**config.mk**
```make
export PLATFORM = sky130hd
export DESIGN_NAME = cal_slot_arbiter
export DESIGN_NICKNAME = d
export VERILOG_FILES = /design/src/rtl/cal_arb_pkg.sv /design/src/rtl/cal_slot_table.sv /design/src/rtl/cal_slot_seq.sv /design/src/rtl/cal_slot_pick.sv /design/src/rtl/cal_slot_arbiter.sv
export SDC_FILE = /design/constraint.sdc
export NUM_CORES = 2
export LEC_CHECK = 0
export BUFFER_PORTS_ARGS = -buffer_cell sky130_fd_sc_hd__buf_2
export CAP_MARGIN = 0
export CELL_PAD_IN_SITES_DETAIL_PLACEMENT = 0
export CELL_PAD_IN_SITES_GLOBAL_PLACEMENT = 2
export CORE_MARGIN = 1
export CORE_UTILIZATION = 47
export DETAILED_ROUTE_END_ITERATION = 8
export GPL_TIMING_DRIVEN = 0
export PLACE_DENSITY_LB_ADDON = 0.12
export SYNTH_ARGS = -nofsm -noshare
export SYNTH_HDL_FRONTEND = slang
export SYNTH_SLANG_ARGS = --single-unit
```
**constraint.sdc**
```tcl
create_clock -name clk -period 5.2 [get_ports clk]
set_clock_uncertainty 0.2 [all_clocks]
set_input_delay 0.26 -clock clk [delete_from_list [all_inputs] [get_ports clk]]
set_output_delay 0.26 -clock clk [all_outputs]
set_load 0.1 [all_outputs]
```
**src/rtl/cal_arb_pkg.sv**
```systemverilog
package cal_arb_pkg;

    localparam int PORT_W     = 4;
    localparam int NPORTS     = 1 << PORT_W;
    localparam int DEPTH_W    = 8;
    localparam int OFS_W      = 7;
    localparam int CFG_W      = 32;
    localparam int SLOT_W     = 2 * PORT_W + 4;

    // control word field positions
    localparam int CTL_DEPTH_LSB = 0;
    localparam int CTL_OFS_LSB   = 8;
    localparam int CTL_RUN_BIT   = 31;

    // one calendar slot, packed in its stored bit order
    typedef struct packed {
        logic [PORT_W-1:0] alt_port;  // 11:8
        logic              pad;       // 7
        logic              alt_ok;    // 6
        logic              live;      // 5
        logic              egress;    // 4
        logic [PORT_W-1:0] port;      // 3:0
    } slot_t;

    typedef struct packed {
        logic               run;
        logic [OFS_W-1:0]   ofs;
        logic [DEPTH_W-1:0] depth;
    } ctrl_t;

    typedef struct packed {
        logic              valid;
        logic              egress;
        logic [PORT_W-1:0] port;
    } grant_t;

    function automatic slot_t unpack_slot(input logic [CFG_W-1:0] w);
        return slot_t'(w[SLOT_W-1:0]);
    endfunction

    function automatic ctrl_t unpack_ctrl(input logic [CFG_W-1:0] w);
        ctrl_t c;
        c.run   = w[CTL_RUN_BIT];
        c.ofs   = w[CTL_OFS_LSB +: OFS_W];
        c.depth = w[CTL_DEPTH_LSB +: DEPTH_W];
        return c;
    endfunction

endpackage

```
**src/rtl/cal_slot_table.sv**
```systemverilog
module cal_slot_table
    import cal_arb_pkg::*;
#(
    parameter int NUM_SLOTS = 128,
    localparam int IDX_W    = $clog2(NUM_SLOTS)
) (
    input  logic             clk,
    input  logic             rst_n,
    input  logic             wr_en,
    input  logic [IDX_W-1:0] wr_idx,
    input  slot_t            wr_slot,
    input  logic [IDX_W-1:0] rd_idx,
    output slot_t            rd_slot
);

    slot_t mem_q [NUM_SLOTS];

    // read returns the content stored before this cycle's write
    assign rd_slot = mem_q[rd_idx];

    always_ff @(posedge clk) begin
        if (!rst_n) begin
            for (int i = 0; i < NUM_SLOTS; i++) begin
                mem_q[i] <= '0;
            end
        end else if (wr_en) begin
            mem_q[wr_idx] <= wr_slot;
        end
    end

endmodule

```
**src/rtl/cal_slot_seq.sv**
```systemverilog
module cal_slot_seq
    import cal_arb_pkg::*;
#(
    parameter int NUM_SLOTS = 128,
    localparam int IDX_W    = $clog2(NUM_SLOTS),
    localparam int SUM_W    = IDX_W + 1,
    localparam int DE_W     = DEPTH_W + 1
) (
    input  logic             clk,
    input  logic             rst_n,
    input  ctrl_t            ctrl,
    input  logic             ctrl_wr,
    output logic             run,
    output logic [IDX_W-1:0] slot_idx
);

    typedef struct packed {
        logic [IDX_W-1:0] cnt;
    } seq_state_t;

    seq_state_t st_d, st_q;
    logic [DE_W-1:0]  depth_eff;
    logic [SUM_W-1:0] sum;
    logic             last;

    always_comb begin
        if (DE_W'(ctrl.depth) > DE_W'(NUM_SLOTS)) begin
            depth_eff = DE_W'(NUM_SLOTS);
        end else begin
            depth_eff = DE_W'(ctrl.depth);
        end
        run  = ctrl.run && (ctrl.depth != '0);
        last = (DE_W'(st_q.cnt) == depth_eff - DE_W'(1));

        sum = SUM_W'(ctrl.ofs) + SUM_W'(st_q.cnt);
        if (sum >= SUM_W'(NUM_SLOTS)) begin
            sum = sum - SUM_W'(NUM_SLOTS);
        end
        slot_idx = IDX_W'(sum);

        st_d = st_q;
        if (ctrl_wr || !run || last) begin
            st_d.cnt = '0;
        end else begin
            st_d.cnt = st_q.cnt + IDX_W'(1);
        end
    end

    always_ff @(posedge clk) begin
        if (!rst_n) begin
            st_q <= '0;
        end else begin
            st_q <= st_d;
        end
    end

    // a stopped calendar keeps its pointer at the start slot
    assert_hold_start_R7: assert property (@(posedge clk) disable iff (!rst_n)
        !run |=> st_q.cnt == '0);

    // a control write restarts the visit
    assert_restart_R8: assert property (@(posedge clk) disable iff (!rst_n)
        ctrl_wr |=> st_q.cnt == '0);

    // pointer stays inside the programmed window
    assert_in_window_R6: assert property (@(posedge clk) disable iff (!rst_n)
        run |-> DE_W'(st_q.cnt) < depth_eff);

    // one slot per cycle
    assert_step_R6: assert property (@(posedge clk) disable iff (!rst_n)
        (run && !ctrl_wr && !last) |=> st_q.cnt == $past(st_q.cnt) + IDX_W'(1));

endmodule

```
**src/rtl/cal_slot_pick.sv**
```systemverilog
module cal_slot_pick
    import cal_arb_pkg::*;
(
    input  logic              run,
    input  slot_t             slot,
    input  logic [NPORTS-1:0] port_active,
    output grant_t            pick
);

    always_comb begin
        pick        = '0;
        pick.egress = slot.egress;
        if (run && slot.live) begin
            if (port_active[slot.port]) begin
                pick.valid = 1'b1;
                pick.port  = slot.port;
            end else if (slot.alt_ok && port_active[slot.alt_port]) begin
                pick.valid = 1'b1;
                pick.port  = slot.alt_port;
            end
        end
        if (!pick.valid) begin
            pick.egress = 1'b0;
        end
    end

endmodule

```
**src/rtl/cal_slot_arbiter.sv**
```systemverilog
module cal_slot_arbiter
    import cal_arb_pkg::*;
#(
    parameter int NUM_SLOTS = 128,
    localparam int IDX_W    = $clog2(NUM_SLOTS)
) (
    input  logic              clk,
    input  logic              rst_n,
    input  logic              cfg_we,
    input  logic              cfg_ctrl_sel,
    input  logic [IDX_W-1:0]  cfg_idx,
    input  logic [CFG_W-1:0]  cfg_wdata,
    input  logic [NPORTS-1:0] port_active,
    output logic              gnt_valid,
    output logic [PORT_W-1:0] gnt_port,
    output logic              gnt_egress
);

    typedef struct packed {
        ctrl_t  ctrl;
        grant_t gnt;
    } arb_state_t;

    arb_state_t       st_d, st_q;
    logic             ctrl_wr, tab_wr, run;
    logic [IDX_W-1:0] slot_idx;
    slot_t            rd_slot;
    grant_t           pick;

    assign ctrl_wr = cfg_we && cfg_ctrl_sel;
    assign tab_wr  = cfg_we && !cfg_ctrl_sel;

    cal_slot_table #(.NUM_SLOTS(NUM_SLOTS)) u_table (
        .clk     (clk),
        .rst_n   (rst_n),
        .wr_en   (tab_wr),
        .wr_idx  (cfg_idx),
        .wr_slot (unpack_slot(cfg_wdata)),
        .rd_idx  (slot_idx),
        .rd_slot (rd_slot)
    );

    cal_slot_seq #(.NUM_SLOTS(NUM_SLOTS)) u_seq (
        .clk      (clk),
        .rst_n    (rst_n),
        .ctrl     (st_q.ctrl),
        .ctrl_wr  (ctrl_wr),
        .run      (run),
        .slot_idx (slot_idx)
    );

    cal_slot_pick u_pick (
        .run         (run),
        .slot        (rd_slot),
        .port_active (port_active),
        .pick        (pick)
    );

    always_comb begin
        st_d     = st_q;
        st_d.gnt = pick;
        if (ctrl_wr) begin
            st_d.ctrl = unpack_ctrl(cfg_wdata);
        end
    end

    always_ff @(posedge clk) begin
        if (!rst_n) begin
            st_q <= '0;
        end else begin
            st_q <= st_d;
        end
    end

    assign gnt_valid  = st_q.gnt.valid;
    assign gnt_port   = st_q.gnt.port;
    assign gnt_egress = st_q.gnt.egress;

    // no turn is granted while stopped
    assert_idle_quiet_R7: assert property (@(posedge clk) disable iff (!rst_n)
        !run |=> !gnt_valid);

    // empty slots never grant
    assert_dead_slot_R3: assert property (@(posedge clk) disable iff (!rst_n)
        (run && !rd_slot.live) |=> !gnt_valid);

    // a pick always names an active port
    assert_pick_active_R5: assert property (@(posedge clk) disable iff (!rst_n)
        pick.valid |-> port_active[pick.port]);

    // an active primary wins its slot
    assert_primary_wins_R2: assert property (@(posedge clk) disable iff (!rst_n)
        (run && rd_slot.live && port_active[rd_slot.port]) |=>
        (gnt_valid && gnt_port == $past(rd_slot.port) && gnt_egress == $past(rd_slot.egress)));

    // backup takes the slot only when the primary is idle
    assert_backup_R4: assert property (@(posedge clk) disable iff (!rst_n)
        (run && rd_slot.live && !port_active[rd_slot.port] && rd_slot.alt_ok
         && port_active[rd_slot.alt_port]) |=>
        (gnt_valid && gnt_port == $past(rd_slot.alt_port)));

endmodule

```
==> impl_metrics.py <==
metrics = {
    "run_status": {
        "status": "complete, but fails checks",
        "violations": "design-rule violations, max-capacitance violations, max-slew violations, negative setup slack",
    },
    "drt": {
        "first_pass_iters": 9,
        "vias": 47000,
        "wire_per_inst_um": 42.8,
        "first_iter_violations": 8818,
        "ant_nets": 0,
        "routed_via_density": 6.49,
        "totalWireLength_um": 310000,
        "drc_errors": 3,
    },
    "setup_path": {
        "worstSetupPathType": "register to register",
        "cp.required_ns": 5.70,
        "crit_path_end_kind": "register",
        "worst-path-max-fanout": 11,
        "arrival_ns": 5.88,
        "start_kind": "register",
    },
    "floorplan": {
        "die-height_um": 381,
        "fp.dieArea_um2": 145000,
        "die_w_um": 381,
        "coreArea_um2": 142000,
        "initial_core_util_pct": 47.6,
        "pin_count": 65,
        "rows": 138,
    },
    "cts": {
        "htree_levels": 4,
        "clockBufferDepth": 3,
        "clock_sinks": 1437,
        "cts_made_buffers": 159,
        "cts.clk_slew.worst_paths_ns": 0.06,
        "cts_root_buf": "clkbuf_16",
        "cts_tree": "done",
        "insertion_delay_ns": 0.83,
    },
    "sta": {
        "tightest_slew_ns": 1.69,
        "layout_setup_ws_ns": -0.179,
        "fmax_ghz": 0.186,
        "min_period_ns": 5.38,
        "fin_crit_sh_pct": 103,
        "rsz0062_at_grt": "yes",
        "slew_headroom_pct": -12.5,
        "hold_violations": 0,
        "finalSetupViolations": 5,
        "finalMaxSlewViolations": 121,
    },
    "cells_and_area": {
        "areaGrowthSynthToFinish_pct": 19.0,
        "drive_above_1_share_pct": 20.8,
        "fin_cells": 7240,
        "final_nets": 5277,
    },
    "synthesis": {
        "synth_nets": 4808,
        "async_flop_share_pct": 0,
        "synth_top_area_share_pct": 62.6,
        "syn_inst": 4740,
        "synth.avg_cell_area_um2": 14.3,
        "yosysWarnings": 0,
        "ys_seq_elements": 1437,
        "yosys-top-cells-area": "edfxtp_1 63%, and2_1 13%, mux4_2 11%",
        "syn-cell-area_um2": 67600,
        "ys.flop_type": "edfxtp_1",
        "synth_enable_flop_cells": 1408,
        "ys_types": 67,
        "ys_seq_area_share_pct": 63.4,
        "yosysTopAreaCell": "edfxtp_1",
    },
    "flow_run": {
        "cap_viol_max_count": 11,
    },
    "power": {
        "p_leak_nw": 28.0,
        "internal_power_mw": 20.7,
        "finalPower_mw": 28.2,
        "switching_share_pct": 26.8,
        "p_seq_share_pct": 47.5,
        "p_switching_mw": 7.56,
        "pwr-share-clk_pct": 39.9,
        "power_density_nw_per_um2": 351,
        "peakVddDrop_uv": 303,
        "combPwrFrac_pct": 12.6,
    },
    "grt": {
        "grt_pass1_wl_um": 404000,
        "grt.total_usage_pct": 42.6,
        "antenna_found_initial": 34,
        "grt_max_degree": 17,
        "grt_remaining_overflow": 0,
        "grt_pass1_vias": 43900,
    },
    "min_path": {
        "holdCritPathClass": "primary input to register",
    },
    "placement": {
        "gp_congestion": 1.07,
        "numPortBuffers": 37,
        "dp.cells": 6801,
        "place_hpwl_um": 214000,
    },
}
-- synthesized netlist by cell type (14+ instances only) --
cell and count:
nand4_1 38, inv_1 15, a21oi_1 16, buf_4 27, edfxtp_1 1408, nand2_1 270
dfxtp_1 29, a311oi_1 22, and2_1 1415, buf_2 60, mux2i_1 147, a21boi_0 16
and3_1 14, o21ai_0 137, clkbuf_1 384, nand3_1 71, mux4_2 341, nor2_1 165
-- through the flow --
stage | utilization [%] | hold slack (ns) | cell area, µm² | TNS [ns] | setup slack [ns]
2_1_floorplan | - | 0.205 | 67600 | 0 | 0.697
3_3_place_gp | 49.4 | 0.258 | 70100 | -77.38 | -5.35
3_5_place_dp | 50.4 | 0.268 | 71600 | -20.40 | -3.87
4_1_cts | 56.1 | 0.0335 | 79800 | -0.451 | -0.136
5_1_grt | 56.6 | 0.123 | 80400 | -0.162 | -0.106
6_report | 56.6 | 0.0892 | 80400 | -0.484 | -0.179
-- worst max-delay path: stages (launching register included) --
cell and delay, ns:
dfxtp_4 0.37, ha_4 0.13, inv_2 0.03, fa_2 0.55, buf_12 0.18, buf_12 0.23, buf_12 0.21, buf_16 0.23
buf_12 0.24, mux4_2 0.27, mux2i_2 0.14, mux2i_2 0.32, mux2i_1 0.13, mux2_2 0.33, o31ai_4 0.40, o41ai_4 0.18
nor4bb_4 0.39, o31ai_4 0.10, buf_6 0.13, a211oi_4 0.34
-- registers in the layout (all words and copies together) (netlist names) --
| name | cells |
|---|---|
| u_table.mem_q | 1408 |
| st_q | 16 |
| u_seq.st_q | 7 |
| gnt_port | 4 |
| gnt_egress | 1 |
| gnt_valid | 1 |
-- final cells by class --
cell class | instances | area (µm²)
fill | 11500 | 61700
sequential | 1437 | 42900
multi-input combinational | 2804 | 23600
clock buffer | 192 | 4120
buffer | 482 | 3430
timing repair buffer | 310 | 2990
tap | 1890 | 2360
clock inverter | 98 | 906
inverter | 15 | 56.3
antenna | 12 | 30.0
-- layout by cell type (no fill, tap or decap), types with 64 or more instances in the layout --
| cell | n |
|---|---|
| clkbuf_16 | 166 |
| nand3_1 | 69 |
| nor2_1 | 159 |
| buf_4 | 166 |
| edfxtp_1 | 1408 |
| buf_6 | 64 |
| mux4_2 | 341 |
| nand2_1 | 270 |
| o21ai_1 | 123 |
| mux2i_1 | 92 |
| and2_1 | 1414 |
| clkbuf_1 | 357 |
-- cell families (layout without fill, tap and decap cells) --
group                    Yosys count  in the layout  share of synthesized area (%)
flip-flops                      1437           1437                           63.4
buffers and inverters            499           1097                           3.05
AO/OA/AOI/OAI                    258            258                           2.42
other                              0             12                              0
AND/OR/NAND/NOR                 2023           2023                           17.0
adder cells (fa/ha/maj)            9              9                          0.178
multiplexers                     493            493                           13.6
XOR/XNOR                          21             21                          0.328
-- path summary, 6_finish.rpt --
| kind | startpoint | end | slack (ns) | cells after the start |
|---|---|---|---|---|
| min | port_active[3] | gnt_port[1] | 0.09 | 7 |
| min reg2reg | st_q[15] | st_q[15] | 0.30 | 2 |
| max | u_seq.st_q[0] | gnt_port[0] | -0.18 | 19 |
| max reg2reg | u_seq.st_q[0] | gnt_port[0] | -0.18 | 19 |
-- layer usage --
| metal | vias up | routed length [µm] | GRT usage, % |
|---|---|---|---|
| li1 | 18200 | - | - |
| met1 | 24100 | 111000 | 56.1 |
| met2 | 3896 | 129000 | 59.7 |
| met3 | 858 | 45200 | 14.7 |
| met4 | 15 | 24400 | 27.6 |
| met5 | - | 221 | 0.529 |
-- power groups by stage --
stage | Combinational, mW | Sequential [mW] | Clock [mW]
finish | 3.56 | 13.4 | 11.3
global route | 3.51 | 13.5 | 11.6
CTS | 3.30 | 13.4 | 11.2
detailed placement | 2.90 | 13.7 | 0
global placement | 2.78 | 13.7 | 0
floorplan | 1.35 | 13.6 | 0
-- what timing repair did --
item	4_1_cts	5_1_grt
hold buffers	42	0
endpoints found under the setup margin	6	6
endpoints found under the hold margin	204	0
gates resized for setup	483	60
buffers inserted	67	26
gates cloned	2	0
pin swaps	27	20
(Power assumes the default switching activity.)
